## config.mk

```make
export PLATFORM = sky130hd
export DESIGN_NAME = adc_bus_master
export DESIGN_NICKNAME = d
export VERILOG_FILES = /design/src/rtl/adc_bus_pkg.sv /design/src/rtl/adc_flag_sync.sv /design/src/rtl/adc_result_join.sv /design/src/rtl/adc_bus_master.sv
export SDC_FILE = /design/constraint.sdc
export NUM_CORES = 1
export LEC_CHECK = 0
export BUFFER_PORTS_ARGS = -buffer_cell sky130_fd_sc_hd__buf_4
export CORE_MARGIN = 3
export CORE_UTILIZATION = 40
export DETAILED_ROUTE_END_ITERATION = 7
export GPL_TIMING_DRIVEN = 0
export HOLD_SLACK_MARGIN = 0.15
export PLACE_DENSITY = 0.75
export SYNTH_ARGS = -nofsm -noshare
export SYNTH_HDL_FRONTEND = slang
export SYNTH_HIERARCHICAL = 1
export SYNTH_SLANG_ARGS = --single-unit
export TNS_END_PERCENT = 10
```

## constraint.sdc

```tcl
create_clock -name clk -period 5.7 [get_ports clk]
set_input_delay 0.285 -clock clk [delete_from_list [all_inputs] [get_ports clk]]
set_output_delay 0.285 -clock clk [all_outputs]
set_load 0.1 [all_outputs]
```

## src/rtl/adc_bus_pkg.sv

```systemverilog
package adc_bus_pkg;

    typedef enum logic [3:0] {
        ST_IDLE,
        ST_WR_STROBE,
        ST_WR_HOLD,
        ST_EOC_WAIT,
        ST_RD_LOW,
        ST_RD_GAP,
        ST_RD_HIGH,
        ST_RD_RELEASE,
        ST_RESULT
    } bus_state_e;

    // whole clocks covering a nanosecond minimum, never fewer than one
    function automatic int ns_to_cyc(input int ns, input int period_ns);
        int c;
        c = (ns + period_ns - 1) / period_ns;
        return (c < 1) ? 1 : c;
    endfunction

    function automatic int max2(input int a, input int b);
        return (a > b) ? a : b;
    endfunction

endpackage

```

## src/rtl/adc_flag_sync.sv

```systemverilog
module adc_flag_sync #(
    parameter int  STAGES    = 2,
    parameter bit  RESET_VAL = 1'b1
) (
    input  logic clk,
    input  logic rst_n,
    input  logic d,
    output logic q
);
    logic [STAGES-1:0] chain;

    generate
        for (genvar s = 0; s < STAGES; s++) begin : g_stage
            if (s == 0) begin : g_first
                always_ff @(posedge clk or negedge rst_n) begin
                    if (!rst_n) chain[0] <= RESET_VAL;
                    else        chain[0] <= d;
                end
            end else begin : g_next
                always_ff @(posedge clk or negedge rst_n) begin
                    if (!rst_n) chain[s] <= RESET_VAL;
                    else        chain[s] <= chain[s-1];
                end
            end
        end
    endgenerate

    assign q = chain[STAGES-1];
endmodule

```

## src/rtl/adc_result_join.sv

```systemverilog
module adc_result_join #(
    parameter int LO_W  = 8,
    parameter int RAW_W = 12,
    parameter int OUT_W = 16
) (
    input  logic [LO_W-1:0]       lo_byte,
    input  logic [RAW_W-LO_W-1:0] hi_part,
    input  logic                  bipolar,
    output logic [OUT_W-1:0]      value
);
    logic [RAW_W-1:0] raw;
    assign raw = {hi_part, lo_byte};

    generate
        if (OUT_W > RAW_W) begin : g_widen
            assign value = {{(OUT_W-RAW_W){bipolar & raw[RAW_W-1]}}, raw};
        end else begin : g_trunc
            assign value = raw[OUT_W-1:0];
        end
    endgenerate
endmodule

```

## src/rtl/adc_bus_master.sv

```systemverilog
module adc_bus_master
    import adc_bus_pkg::*;
#(
    parameter int CLK_NS        = 20,
    parameter int WR_PULSE_NS   = 80,
    parameter int WR_SETUP_NS   = 60,
    parameter int RD_ACCESS_NS  = 120,
    parameter int RD_RELEASE_NS = 70,
    parameter int EOC_TIMEOUT   = 4096,
    parameter int SYNC_STAGES   = 2,
    parameter int BIP_BIT       = 3
) (
    input  logic        clk,
    input  logic        rst_n,
    input  logic        req_valid,
    output logic        req_ready,
    input  logic [7:0]  req_ctrl,
    output logic        res_valid,
    input  logic        res_ready,
    output logic [15:0] res_data,
    output logic        res_err,
    output logic        adc_cs_n,
    output logic        adc_wr_n,
    output logic        adc_rd_n,
    output logic        adc_hben,
    output logic [7:0]  adc_dq_o,
    output logic        adc_dq_oe,
    input  logic [7:0]  adc_dq_i,
    input  logic        adc_eoc_n
);
    localparam int NW_CYC  = max2(ns_to_cyc(WR_PULSE_NS, CLK_NS), ns_to_cyc(WR_SETUP_NS, CLK_NS));
    localparam int NA_CYC  = ns_to_cyc(RD_ACCESS_NS, CLK_NS);
    localparam int NR_CYC  = ns_to_cyc(RD_RELEASE_NS, CLK_NS);
    localparam int MAX_CYC = max2(max2(NW_CYC, NA_CYC), max2(NR_CYC, EOC_TIMEOUT));
    localparam int CW      = $clog2(MAX_CYC + 1);

    bus_state_e       state, state_nx;
    logic [CW-1:0]    cnt;
    logic             eoc_seen_n;
    logic [7:0]       ctrl_q;
    logic [7:0]       lo_q;
    logic [3:0]       hi_q;
    logic             err_q;

    logic wr_done, rd_done, gap_done, wait_expired;
    assign wr_done      = (cnt == CW'(NW_CYC - 1));
    assign rd_done      = (cnt == CW'(NA_CYC - 1));
    assign gap_done     = (cnt == CW'(NR_CYC - 1));
    assign wait_expired = (cnt == CW'(EOC_TIMEOUT - 1));

    adc_flag_sync #(.STAGES(SYNC_STAGES), .RESET_VAL(1'b1)) u_eoc_sync (
        .clk   (clk),
        .rst_n (rst_n),
        .d     (adc_eoc_n),
        .q     (eoc_seen_n)
    );

    // next state
    always_comb begin
        state_nx = state;
        unique case (state)
            ST_IDLE:       if (req_valid) state_nx = ST_WR_STROBE;
            ST_WR_STROBE:  if (wr_done)   state_nx = ST_WR_HOLD;
            ST_WR_HOLD:                   state_nx = ST_EOC_WAIT;
            ST_EOC_WAIT: begin
                if (!eoc_seen_n)          state_nx = ST_RD_LOW;
                else if (wait_expired)    state_nx = ST_RESULT;
            end
            ST_RD_LOW:     if (rd_done)   state_nx = ST_RD_GAP;
            ST_RD_GAP:     if (gap_done)  state_nx = ST_RD_HIGH;
            ST_RD_HIGH:    if (rd_done)   state_nx = ST_RD_RELEASE;
            ST_RD_RELEASE: if (gap_done)  state_nx = ST_RESULT;
            ST_RESULT:     if (res_ready) state_nx = ST_IDLE;
            default:                      state_nx = ST_IDLE;
        endcase
    end

    // state register and phase counter
    always_ff @(posedge clk or negedge rst_n) begin
        if (!rst_n) begin
            state <= ST_IDLE;
            cnt   <= '0;
        end else begin
            state <= state_nx;
            cnt   <= (state_nx != state) ? '0 : cnt + 1'b1;
        end
    end

    // captured data
    always_ff @(posedge clk or negedge rst_n) begin
        if (!rst_n) begin
            ctrl_q <= '0;
            lo_q   <= '0;
            hi_q   <= '0;
            err_q  <= 1'b0;
        end else begin
            if (state == ST_IDLE && req_valid) begin
                ctrl_q <= req_ctrl;
                lo_q   <= '0;
                hi_q   <= '0;
                err_q  <= 1'b0;
            end
            if (state == ST_EOC_WAIT && eoc_seen_n && wait_expired)
                err_q <= 1'b1;
            if (state == ST_RD_LOW && rd_done)
                lo_q <= adc_dq_i;
            if (state == ST_RD_HIGH && rd_done)
                hi_q <= adc_dq_i[3:0];
        end
    end

    adc_result_join #(.LO_W(8), .RAW_W(12), .OUT_W(16)) u_join (
        .lo_byte (lo_q),
        .hi_part (hi_q),
        .bipolar (ctrl_q[BIP_BIT]),
        .value   (res_data)
    );

    // outputs
    always_comb begin
        adc_cs_n  = 1'b1;
        adc_wr_n  = 1'b1;
        adc_rd_n  = 1'b1;
        adc_hben  = 1'b0;
        adc_dq_oe = 1'b0;
        req_ready = 1'b0;
        res_valid = 1'b0;
        unique case (state)
            ST_IDLE:       req_ready = 1'b1;
            ST_WR_STROBE: begin
                adc_cs_n  = 1'b0;
                adc_wr_n  = 1'b0;
                adc_dq_oe = 1'b1;
            end
            ST_WR_HOLD:    adc_dq_oe = 1'b1;
            ST_EOC_WAIT:   ;
            ST_RD_LOW: begin
                adc_cs_n = 1'b0;
                adc_rd_n = 1'b0;
            end
            ST_RD_GAP:     adc_hben = 1'b1;
            ST_RD_HIGH: begin
                adc_cs_n = 1'b0;
                adc_rd_n = 1'b0;
                adc_hben = 1'b1;
            end
            ST_RD_RELEASE: ;
            ST_RESULT:     res_valid = 1'b1;
            default:       ;
        endcase
    end

    assign adc_dq_o = ctrl_q;
    assign res_err  = err_q;

endmodule

```

Word-level counts from Yosys, hierarchy flattened
Index checks and enable logic that the tools add are counted.
- bitwise gates (word level): 1
- reduce and logical (&&, ||, !) cells: 13
- equality and inequality tests: 12
- add/sub/neg operators: 1
- mux-type cells: 24
- operator list (kind ; number):
    2-to-1 mux 4 bit ; 11
    one-hot mux 4 bit (9 select lines) ; 1
    == test 4 x 3 -> 1 bit (second input constant) ; 4
    2-to-1 mux 8 bit ; 2
    adder 13 x 1 -> 13 bit (second input constant) ; 1
    == test 13 x 12 -> 1 bit (second input constant) ; 1
    == test 13 x 2 -> 1 bit (second input constant) ; 1
    == test 13 x 3 -> 1 bit (second input constant) ; 1
    2-to-1 mux 13 bit ; 1
    2-to-1 mux 1 bit ; 9
    == test 4 x 2 -> 1 bit (second input constant) ; 2
    nonzero test 2 bit ; 3
    OR reduction 2 bit ; 3
    logical AND 1 bit ; 5
    == test 4 x 1 -> 1 bit (second input constant) ; 1
    == test 4 bit (second input constant) ; 1
    zero test 4 bit ; 1
    inequality test 4 bit ; 1
    OR reduction 3 bit ; 1
    bitwise AND 1 bit ; 1
- output and inout port bits: 32
- word-level logic and storage cells: 59
- register bits: 40
- bits of input ports: 21

Depth between registers and ports, before layout
- depth in word-level cells: 6
- mapped depth: 7
- depth with buffers taken out: 6

Hierarchy
The synthesis kept the hierarchy.
- by module, submodules not included (module ; cells an instance ; area each (um2) ; seq. area each (um2) ; times used):
    adc_bus_master ; 191 ; 2008.2 ; 950.9 ; 1
    adc_result_join ; 16 ; 118.9 ; 0.0 ; 1
    adc_flag_sync ; 2 ; 52.6 ; 52.6 ; 1

Worst setup path before layout
Ideal clock, no wire load.
- path kind: register -> register
- from: register state[0]
- to: register state[3]
- stages on the path, launching flop included: 6
- slack: 1.500 ns
- arrival time: 4.119 ns
- required time: 5.619 ns
- setup time: 0.081 ns
- clock period less this slack: 4.200 ns
- buffers on the path: 2
- cell sequence: dfrtp_1 clkbuf_1 buf_6 nor4b_1 nand2b_1 nand3_1
- cells in the longest elaborated chain, start to end: 2
- elaborated cells between the ends (all ways): 10
- classes of those cells: 8 x eq/ne; 1 x mux; 1 x reduce/logical
- RTL lines (item ; RTL line ; text):
    from (decl) ; adc_bus_master.sv:37 ; bus_state_e state, state_nx;
    from (signal assigned) ; adc_bus_master.sv:84 ; state <= state_nx;
    == test 4 bit (tied with other cells) ; adc_bus_master.sv:61 ; unique case (state)
    one-hot mux 4 bit (9 select lines) * ; adc_bus_master.sv:61 ;
    net state_nx[3] ; adc_bus_master.sv:37 ;
The timed path passes the listed nets; every way through them passes the cells marked *.
A chain may end at the register's enable or synchronous reset.

Worst setup path in the final report
- from: register state[0]
- to: output res_valid
- cells in the longest elaborated chain, start to end: 2
- RTL lines (item ; RTL line ; text):
    == test 4 bit ; adc_bus_master.sv:128 ; unique case (state)
    2-to-1 mux 1 bit ; adc_bus_master.sv:128 ;
    to (decl) ; adc_bus_master.sv:18 ; output logic res_valid,
Every way passes these cells.

==> key figures <==
Clocking
  • Resized cells post-CTS: 0
  • Total CTS buffers: 5
  • Clk Latency, worst-skew pair: 300 ps
  • CTS H-tree lvls: 2
  • CTS tree: yes
  • Setup bufs post-CTS: 0
  • Clock buffer depth: 2
  • CTS root buf: clkbuf_8
  • Clock sinks: 40
  • Clk pin slew, worst setup/hold paths: 90 ps

Route
  • Drt pass-1 iters: 4
  • Routed wl met2: 2.33 mm
  • Post-Route WL: 4.69 mm
  • Vias per cell: between 4 and 5
  • Metal-1 WL: 2.12 mm
  • DRC marker count from the first detailed-route iteration: 112
  • Wirelength per Cell: between 10 and 15 um
  • Antenna viol nets, final: 0
  • Uppermost layer routed: met4
  • DR DRC count: 0
  • Met3 Routed Length: 151 um
  • Detailed-route via count: 1683

Synth
  • Sequential-to-total area share from yosys stat: between 40 and 50%
  • Area leader, netlist: dfrtp_1
  • Netlist Area Pre-Place: 2180 um^2
  • Netlist cell types: between 40 and 50
  • EDFF count, synth: 0
  • Ys async rst share: 100%
  • Synth top cells by count: 38 x dfrtp_1, 16 x buf_4, 15 x nand3_1, 11 x nor2_2
  • Area contributors post-synth: dfrtp_1 44%, buf_4 5.5%, mux2_2 3.6%, nand3_1 3.4%, xnor2_1 3.2%
  • Mapped Avg Cell Area: 10.4 um^2
  • Cells after synthesis: between 200 and 250
  • Most common cell in the netlist: dfrtp_1
  • Main synth FF type: dfrtp_1
  • Share of the synthesized area in the top cell type: 43.6%
  • Yosys warning total: 6
  • Register bit total from synthesis: 40
  • Syn_nets: 232

STA
  • Fin crit share: 36.8%
  • Worst clock skew: roughly 14 ps
  • Fin. Hold Viols: 0
  • Fin crit period: 2100 ps
  • Final Setup Violations: 0
  • Slew margin rel.: 66.5%
  • Worst-margin pin slew: 503 ps
  • Max-slew violations: 0
  • Highest Clock Rate: around 480 MHz
  • Setup_tns: 0 ps
  • RSZ-0062 raised after global routing: false

Critical path
  • WP data required: 5410 ps
  • CP endpoint kind: output port
  • R2r worst-path depth: 7
  • Worst path bufs/invs: 3
  • CP max stage cell: nor4b_1
  • CP Data Arrival Time: 1810 ps
  • R2R setup slack: roughly 3600 ps
  • Worst-path fanout max: 10
  • Worst path cell trace: clkbuf_1 > buf_6 > nor4b_1 > buf_4
  • Crit-path leading delay family: buffers and inverters
  • CP Class: register to output port
  • Reg2reg end: cnt[4]
  • Worst setup SP type: register
  • RR Startpoint: cnt[0]
  • Max incr delay on CP: between 300 and 400 ps

Min path
  • Hold Crit Start: req_ctrl[3]
  • Hold depth: 2
  • Hold/Removal Path Class: input pin to register
  • Min-Delay Endpoint: adc_dq_o[3]

Flow run
  • Max Cap Viol: 0

Global routing
  • Initial antenna violation count: 0
  • Grt ovf: 0
  • Largest net degree at the start of global routing: 41
  • GR Util All Layers: between 10% and 20%
  • Vias in the first global route: 1742
  • First-pass GRT wire length: 8.14 mm

Floorplanning
  • Initial Util: 42.1%
  • # IOs: 53
  • Die Footprint: 6370 um^2
  • Die height: about 80 um
  • Chip Width: 79.8 um
  • Core area: between 5000 and 6000 um^2
  • # rows: 26

Final layout
  • Final #Nets: 293
  • Fillers: 470
  • Share of cells above drive strength 1: 42.1%
  • Synth-to-Final Area Change: 28.4%
  • Total inserted antenna cells: 0

Placement
  • Gpl congestion: 0.799
  • Dpl hpwl: around 3.5 mm
  • I/O Buffers: 52

Outcome
  • Status: finished clean
==> cells by family after synthesis <==
logic type                 Yosys count  synth area share, %
and+or+nand+nor                     85                 24.8
adders and majority gates            2                 1.15
AOI/OAI and AO/OA                   24                 7.41
buffers and inverters               34                 9.82
xor gates and xnor gates            12                 4.82
DFF                                 40                 46.0
muxes                               12                 5.97
==> placed cells by master, fill, tap and decap left out, types with 3 or more instances in the layout <==
cell type	netlist	final
buf_4	16	68
dfrtp_1	38	38
nand3_1	15	15
nor2_2	11	11
nand2_1	10	10
inv_1	10	10
xnor2_1	8	8
nor2_1	8	8
clkbuf_8	1	7
o21ai_0	7	7
mux2_2	7	7
a21oi_1	6	6
nand2b_1	5	5
clkbuf_1	4	4
nand4_1	4	4
and3_2	4	4
and3_1	4	4
xor2_1	4	4
mux2i_1	4	4
nor4_2	3	3
o21ai_1	3	3
==> area by class of cell <==
type | instances | area, um^2 | share of cell area (%)
sequential | 40 | 1000 | 35.9
multi-input combinational | 135 | 962 | 34.4
timing repair buffer | 54 | 410 | 14.7
buffer | 24 | 176 | 6.30
tap | 70 | 87.6 | 3.13
clock buffer | 6 | 82.6 | 2.95
clock inverter | 2 | 38.8 | 1.39
inverter | 10 | 37.5 | 1.34
==> sequential cells by signal (all words and copies together), names as in the netlist <==
signal,cells
lo_q,8
u_eoc_sync/q,1
adc_dq_o,8
u_eoc_sync/chain,1
cnt,13
hi_q,4
state,4
res_err,1
==> worst max-delay path by stage <==
stage,from,end,slack [ps],cells past startpoint
after CTS,state[0],res_valid,3590,4
after global placement,cnt[0],cnt[7],3640,7
after detailed placement,cnt[0],cnt[10],3630,7
final,state[0],res_valid,3600,4
after floorplan,state[0],state[3],1500,5
after global routing,cnt[0],cnt[5],3430,7
==> stage by stage <==
stage,setup WS (ps),instances,hold WS [ps],instance area [um^2],utilization [%]
2_1_floorplan,1500,209,-10.6,2180,-
4_1_cts,3590,341,208,2800,54.1
3_5_place_dp,3630,331,296,2660,51.4
5_1_grt,3430,341,218,2800,54.1
3_3_place_gp,3640,331,296,2660,51.4
6_report,3600,341,210,2800,54.1
==> routing by layer <==
| layer | GRT usage, % | up-vias |
|---|---|---|
| met2 | 26.1 | 38 |
| met4 | 6.08 | 0 |
| met3 | 3.16 | 10 |
| met5 | 0 | - |
| li1 | - | 824 |
| met1 | 21.7 | 811 |
==> repair_timing <==
item | CTS | global route
endpoints found under the setup margin | 0 | 0
hold buffers | 2 | 0
hold endpoints to repair | 39 | 0
Power is left out: the tool's default activity adds up to more than one toggle a clock period on the data nets, which glitch-free logic cannot reach.
